===== src/rtl/field_sel_pkg.sv =====
package field_sel_pkg;
  // Strobes passed from the sync/edge control to the output datapath
  typedef struct packed {
    logic refEdge;   // selected vertical sync transition seen this cycle
    logic hsLevel;   // polarity-corrected synchronised horizontal sync
  } fieldStrobe_t;
endpackage


===== src/rtl/field_sync_ctrl.sv =====
module field_sync_ctrl
  import field_sel_pkg::*;
#(
  parameter int SYNC_STAGES = 2
) (
  input  logic         clk,
  input  logic         rstN,
  input  logic         hsyncIn,
  input  logic         vsyncIn,
  input  logic         cfgHsInv,
  input  logic         cfgVsInv,
  input  logic         cfgEdgeFall,
  output fieldStrobe_t strobe
);
  localparam int LAST = SYNC_STAGES - 1;

  logic [LAST:0] hsPipe;
  logic [LAST:0] vsPipe;
  logic          vsPrev;

  genvar g;
  generate
    for (g = 0; g < SYNC_STAGES; g++) begin : gStage
      if (g == 0) begin : gFirst
        always_ff @(posedge clk or negedge rstN) begin
          if (!rstN) begin
            hsPipe[0] <= 1'b0;
            vsPipe[0] <= 1'b0;
          end else begin
            hsPipe[0] <= hsyncIn;
            vsPipe[0] <= vsyncIn;
          end
        end
      end else begin : gNext
        always_ff @(posedge clk or negedge rstN) begin
          if (!rstN) begin
            hsPipe[g] <= 1'b0;
            vsPipe[g] <= 1'b0;
          end else begin
            hsPipe[g] <= hsPipe[g-1];
            vsPipe[g] <= vsPipe[g-1];
          end
        end
      end
    end
  endgenerate

  always_ff @(posedge clk or negedge rstN) begin
    if (!rstN) vsPrev <= 1'b0;
    else       vsPrev <= vsPipe[LAST];
  end

  logic vsNow, vsOld, riseSeen, fallSeen;

  always_comb begin
    vsNow          = vsPipe[LAST] ^ cfgVsInv;
    vsOld          = vsPrev ^ cfgVsInv;
    riseSeen       = vsNow & ~vsOld;
    fallSeen       = ~vsNow & vsOld;
    strobe.refEdge = cfgEdgeFall ? fallSeen : riseSeen;
    strobe.hsLevel = hsPipe[LAST] ^ cfgHsInv;
  end
endmodule


===== src/rtl/field_out_dp.sv =====
module field_out_dp
  import field_sel_pkg::*;
(
  input  logic         clk,
  input  logic         rstN,
  input  fieldStrobe_t strobe,
  input  logic         cfgFieldInv,
  input  logic         cfgSetAlt,
  input  logic         cfgSetSwap,
  input  logic         cfgSetFixed,
  input  logic         cfgSrcAlt,
  input  logic         cfgSrcBase,
  output logic         fieldOut,
  output logic         setIdx,
  output logic         srcSel
);
  logic fieldNext, setNext, srcNext;

  always_comb begin
    fieldNext = strobe.hsLevel ^ cfgFieldInv;
    setNext   = cfgSetAlt ? (fieldNext ^ cfgSetSwap) : cfgSetFixed;
    srcNext   = cfgSrcAlt ? (fieldNext ^ cfgSrcBase) : cfgSrcBase;
  end

  always_ff @(posedge clk or negedge rstN) begin
    if (!rstN) begin
      fieldOut <= 1'b0;
      setIdx   <= 1'b0;
      srcSel   <= 1'b0;
    end else if (strobe.refEdge) begin
      fieldOut <= fieldNext;
      setIdx   <= setNext;
      srcSel   <= srcNext;
    end
  end
endmodule


===== src/rtl/field_set_select.sv =====
module field_set_select
  import field_sel_pkg::*;
#(
  parameter int SYNC_STAGES = 2
) (
  input  logic clk,
  input  logic rstN,
  input  logic hsyncIn,
  input  logic vsyncIn,
  input  logic cfgHsInv,
  input  logic cfgVsInv,
  input  logic cfgEdgeFall,
  input  logic cfgFieldInv,
  input  logic cfgSetAlt,
  input  logic cfgSetSwap,
  input  logic cfgSetFixed,
  input  logic cfgSrcAlt,
  input  logic cfgSrcBase,
  output logic fieldOut,
  output logic setIdx,
  output logic srcSel
);
  fieldStrobe_t strobe;

  field_sync_ctrl #(.SYNC_STAGES(SYNC_STAGES)) ctrl_i (
    .clk(clk), .rstN(rstN), .hsyncIn(hsyncIn), .vsyncIn(vsyncIn),
    .cfgHsInv(cfgHsInv), .cfgVsInv(cfgVsInv), .cfgEdgeFall(cfgEdgeFall),
    .strobe(strobe)
  );

  field_out_dp dp_i (
    .clk(clk), .rstN(rstN), .strobe(strobe),
    .cfgFieldInv(cfgFieldInv), .cfgSetAlt(cfgSetAlt), .cfgSetSwap(cfgSetSwap),
    .cfgSetFixed(cfgSetFixed), .cfgSrcAlt(cfgSrcAlt), .cfgSrcBase(cfgSrcBase),
    .fieldOut(fieldOut), .setIdx(setIdx), .srcSel(srcSel)
  );
endmodule


===== config.mk =====
export PLATFORM = sky130hd
export DESIGN_NAME = field_set_select
export DESIGN_NICKNAME = d
export VERILOG_FILES = /design/src/rtl/field_sel_pkg.sv /design/src/rtl/field_sync_ctrl.sv /design/src/rtl/field_out_dp.sv /design/src/rtl/field_set_select.sv
export SDC_FILE = /design/constraint.sdc
export NUM_CORES = 1
export LEC_CHECK = 0
export BUFFER_PORTS_ARGS = -buffer_cell sky130_fd_sc_hd__buf_2
export CAP_MARGIN = 10
export CELL_PAD_IN_SITES_DETAIL_PLACEMENT = 0
export CELL_PAD_IN_SITES_GLOBAL_PLACEMENT = 1
export CORE_AREA = 2 2 39 41
export DETAILED_ROUTE_END_ITERATION = 7
export DIE_AREA = 0 0 41 43
export GPL_TIMING_DRIVEN = 0
export PLACE_DENSITY = 0.62
export SYNTH_ARGS = -nofsm -noshare
export SYNTH_HDL_FRONTEND = slang
export SYNTH_SLANG_ARGS = --single-unit

===== constraint.sdc =====
create_clock -name clk -period 2.8 [get_ports clk]
set_clock_uncertainty 0.1 [all_clocks]
set_input_delay 0.42 -clock clk [delete_from_list [all_inputs] [get_ports clk]]
set_output_delay 0.42 -clock clk [all_outputs]
set_load 0.05 [all_outputs]

# Word level (Yosys, flattened, before mapping)
# Index checks and enable logic that the tools add are counted.
# totals
in_bits	13
register_bits	8
# op_classes
bitwise	10
muxes	3
# ops
operator	n
bitwise XOR 1 bit	6
two-way mux 1 bit	3
AND 1 bit	2
inverter 1 bit	2

# Logic depth before layout (Yosys ltp)
# logic_depth
ltp_word	4
mapped_depth	4
mapped_depth_nobuf	4

# By module
# Synthesis repeated with hierarchy kept, for this count alone.
# unflattened
cells_unflattened	28
hier_area_um2	327.8
# by_module_without_submodules
module	seq_area_each_um2	cells_each	area_each_um2	instances
field_sync_ctrl	125.1	10	167.7	1
field_out_dp	75.1	18	160.2	1

# Least setup slack after synthesis
# OpenSTA, ideal clock, no wires.
# synth_timing
path_kind	input-to-reg
start	in cfgHsInv
end	reg dp_i.srcSel
setup_time_ps	125
t_arrival_ps	1200
n_path_buf	0
cell_stages	4
slack_ps	1376
path_cell_list	xor3_1 > nand2_1 > xnor2_1 > mux2_2
# synth_via
elab_chain_len	4
# synth_lines
item	line_no	rtl
start: declaration	field_set_select.sv:10	input logic cfgHsInv,
bitwise XOR 1 bit	field_sync_ctrl.sv:61	strobe.hsLevel = hsPipe[LAST] ^ cfgHsInv;
bitwise XOR 1 bit	field_out_dp.sv:20	fieldNext = strobe.hsLevel ^ cfgFieldInv;
bitwise XOR 1 bit	field_out_dp.sv:22	srcNext = cfgSrcAlt ? (fieldNext ^ cfgSrcBase) : cfgSrcBase;
two-way mux 1 bit	field_out_dp.sv:22	
end signal: assignment	field_out_dp.sv:33	srcSel <= srcNext;
end: declaration	field_out_dp.sv:15	output logic srcSel
# No other way between the ends.
# A chain may end at the register's enable or synchronous reset.

# Final worst setup path
# layout_timing
start	reg ctrl_i.hsPipe[1]
end	reg dp_i.setIdx
# layout_via
elab_chain_len	4
# layout_lines
item	line_no	rtl
start: declaration	field_sync_ctrl.sv:17	logic [LAST:0] hsPipe;
start signal: indexed assignment	field_sync_ctrl.sv:40	hsPipe[g] <= hsPipe[g-1];
bitwise XOR 1 bit	field_sync_ctrl.sv:61	
bitwise XOR 1 bit	field_out_dp.sv:20	
bitwise XOR 1 bit	field_out_dp.sv:21	setNext = cfgSetAlt ? (fieldNext ^ cfgSetSwap) : cfgSetFixed;
two-way mux 1 bit	field_out_dp.sv:21	
end signal: assignment	field_out_dp.sv:32	setIdx <= setNext;
end: declaration	field_out_dp.sv:14	output logic setIdx,
# No other way between the ends.

==> results.md <==
* Area growth syn-to-layout at 37.2%
* CTS root buf: clkbuf_4
* Crit-path cells: xor2_1, xnor2_1, mux2_4, mux2_4
* Global-route wire length before repair at 897 um
* Final setup fails at 0
* Critical path's slowest cell: dfrtp_1
* Ant diodes at 0
* Sequential cell area fraction in the yosys report at 58.4%
* Syn avg cell area at 15.6 um^2
* Nature of the critical path endpoint: register
* Setup crit start kind: register
* Status: completed
* Fin cells at 57
* Htree depth at 1
* DR vias/cell at 3.95
* Slew Limit Fails at 0
* Nets@finish at between 50 and 60
* Final WL at 620 um
* Clock latency on the worst-skew pair at 0.25 ns
* GP Congestion at 0.682
* Antenna-violating nets left at 0
* CP arrival at 1.46 ns
* DR iter-0 viols at 0
* Pre-Repair DR Iteration Count at 1
* Post-route DRC at 0
* Clock-pin slew on the worst setup and hold paths at 0.05 ns
* Period utilization at 50.8%
* Netlist cell types at 10
* Fmax at 703 MHz
* Synth Register Bits at 8
* Post-CTS Setup Repair Bufs at 0
* Overall Global Routing Usage at 8.77%
* Commonest non-fill, non-tap cells in the layout: buf_2 (15), dfrtp_1 (8), xnor2_1 (3), clkbuf_4 (3)
* Die area at 1760 um^2
* Die width at slightly above 40 um
* Final hold viol count at 0
* IO Pins at 16
* Worst Max-Slew Pin Slew at 0.358 ns
* Clock Tree Buf Depth at 2
* Synth Net Count at 35
* Most used cell, CP: mux2_4
* Grt total ovfl at 0
* Yosys warns at 0
* Fillcell total at 145
* Antenna violations before repair at 0
* Leakage at approximately 0.23 nW
* Dpl cells at 53
* Vias in the first global route at ~240
* RSZ-0062 raised after global routing: no
* Hold crit path type: primary input to register
* Crit path required time at 2.83 ns
* Crit path largest cell delay at 0.40 ns
* Fin crit period at 1.42 ns
* Clock sink count at 8
* Post-DP HPWL at 497 um
* Synthesized cell area at 343 um^2
* Cell Rows at 14
* Slew HR at between 70% and 80%
* Cell area power density at 737 nW/um^2
* PortBufs at 15
* Setup TNS at 0 ns
* CTS tree: yes
* Commonest non-fill, non-tap cell in the layout: buf_2
* Share of post-route cells with drive strength above 1 at 53.7%
* Core Box Area at 1380 um^2
* CP Max Fanout at 2
* Height of the die at roughly 43 um
* DR WL/cell at 10.9 um
* Max VDD drop at between 0.2 and 0.25 mV
* DR vias at around 230
* Max Cap Viol at 0
* Cts bufs inserted at 3
* Initial cell density of the core at 24.8%
* Pin count of the biggest net entering global routing at 9
* CP Class: register to register
* Synth Instances at 22
## sequential cells by signal, summed over array words and instances, names as in the netlist
signal,cells
dp_i.srcSel,1
ctrl_i.vsPipe,2
dp_i.fieldOut,1
ctrl_i.hsPipe,2
ctrl_i.vsPrev,1
dp_i.setIdx,1
## per-layer routing
metal  track usage (%)  part of all wire [%]
met5                 0                     0
met3              4.71                   8.2
met1              6.76                    38
met4              10.0                  0.65
met2              13.1                    53
## power by group
group          total, mW  switching [mW]  internal (mW)
logic              0.119          0.0754         0.0440
registers          0.143         0.00893          0.134
clock network     0.0844          0.0356         0.0488
## critical path: cells and delay by family (launching register included)
family | cells | cell delay [ns]
mux | 2 | 0.50
xor+xnor | 2 | 0.31
flops | 1 | 0.40
## per-stage QoR
| step | utilization [%] | worst slack (ns) | hold slack (ns) | cell area (um^2) | power [mW] |
|---|---|---|---|---|---|
| 6_report | 34.0 | 1.38 | 0.173 | 470 | 0.347 |
| 3_5_place_dp | 31.6 | 1.17 | 0.166 | 438 | 0.265 |
| 2_1_floorplan | - | 1.38 | 0.0244 | 343 | 0.231 |
| 5_1_grt | 34.0 | 1.30 | 0.168 | 470 | 0.365 |
| 4_1_cts | 34.0 | 1.37 | 0.163 | 470 | 0.355 |
| 3_3_place_gp | 31.6 | 1.22 | 0.166 | 438 | 0.260 |
## final cells by class
cell class | count | area (um^2) | share of cell area, %
clock buffers | 3 | 22.5 | 4.79
multi-input cells | 14 | 143 | 30.3
flip-flops and latches | 8 | 200 | 42.6
well taps | 16 | 20.0 | 4.26
repair buffers | 16 | 85.1 | 18.1
## worst paths after layout
| kind | startpoint | to | slack, ns | depth (start not counted) |
|---|---|---|---|---|
| max in group asynchronous | rstN | ctrl_i.vsPrev$_DFF_PN0_ | 2.00 | 2 |
| setup reg to reg | ctrl_i.hsPipe[1]$_DFF_PN0_ | dp_i.setIdx$_DFFE_PN0P_ | 1.38 | 4 |
| setup / recovery | ctrl_i.hsPipe[1]$_DFF_PN0_ | dp_i.setIdx$_DFFE_PN0P_ | 1.38 | 4 |
| hold reg to reg | ctrl_i.hsPipe[0]$_DFF_PN0_ | ctrl_i.hsPipe[1]$_DFF_PN0_ | 0.25 | 0 |
| hold / removal | hsyncIn | ctrl_i.hsPipe[0]$_DFF_PN0_ | 0.17 | 1 |
| min in group asynchronous | rstN | dp_i.fieldOut$_DFFE_PN0P_ | 0.43 | 2 |
## timing repair
item	4_1_cts	5_1_grt
gates resized for setup	0	0
setup endpoints to repair	0	0
hold endpoints to repair	8	0
hold buffers	1	0
## Yosys cell counts
master,number,area [um^2]
dfrtp_1,8,200
mux2_2,2,22.5
mux2_4,2,30.0
nand2_1,1,3.75
nand2b_1,1,6.26
nand3b_1,1,7.51
o21ai_1,1,5.00
xnor2_1,3,26.3
xor2_1,2,17.5
xor3_1,1,23.8
## kinds of logic (layout without fill, tap and decap cells)
kind of cell	after synthesis	in the layout	synth area share (%)
muxes	4	4	15.3
xor gates and xnor gates	6	6	19.7
AOI/OAI and AO/OA	1	1	1.46
buffers and inverters	0	19	0
DFF	8	8	58.4
and+or+nand+nor	3	3	5.11
No activity file was read; power rests on OpenSTA's default activity.
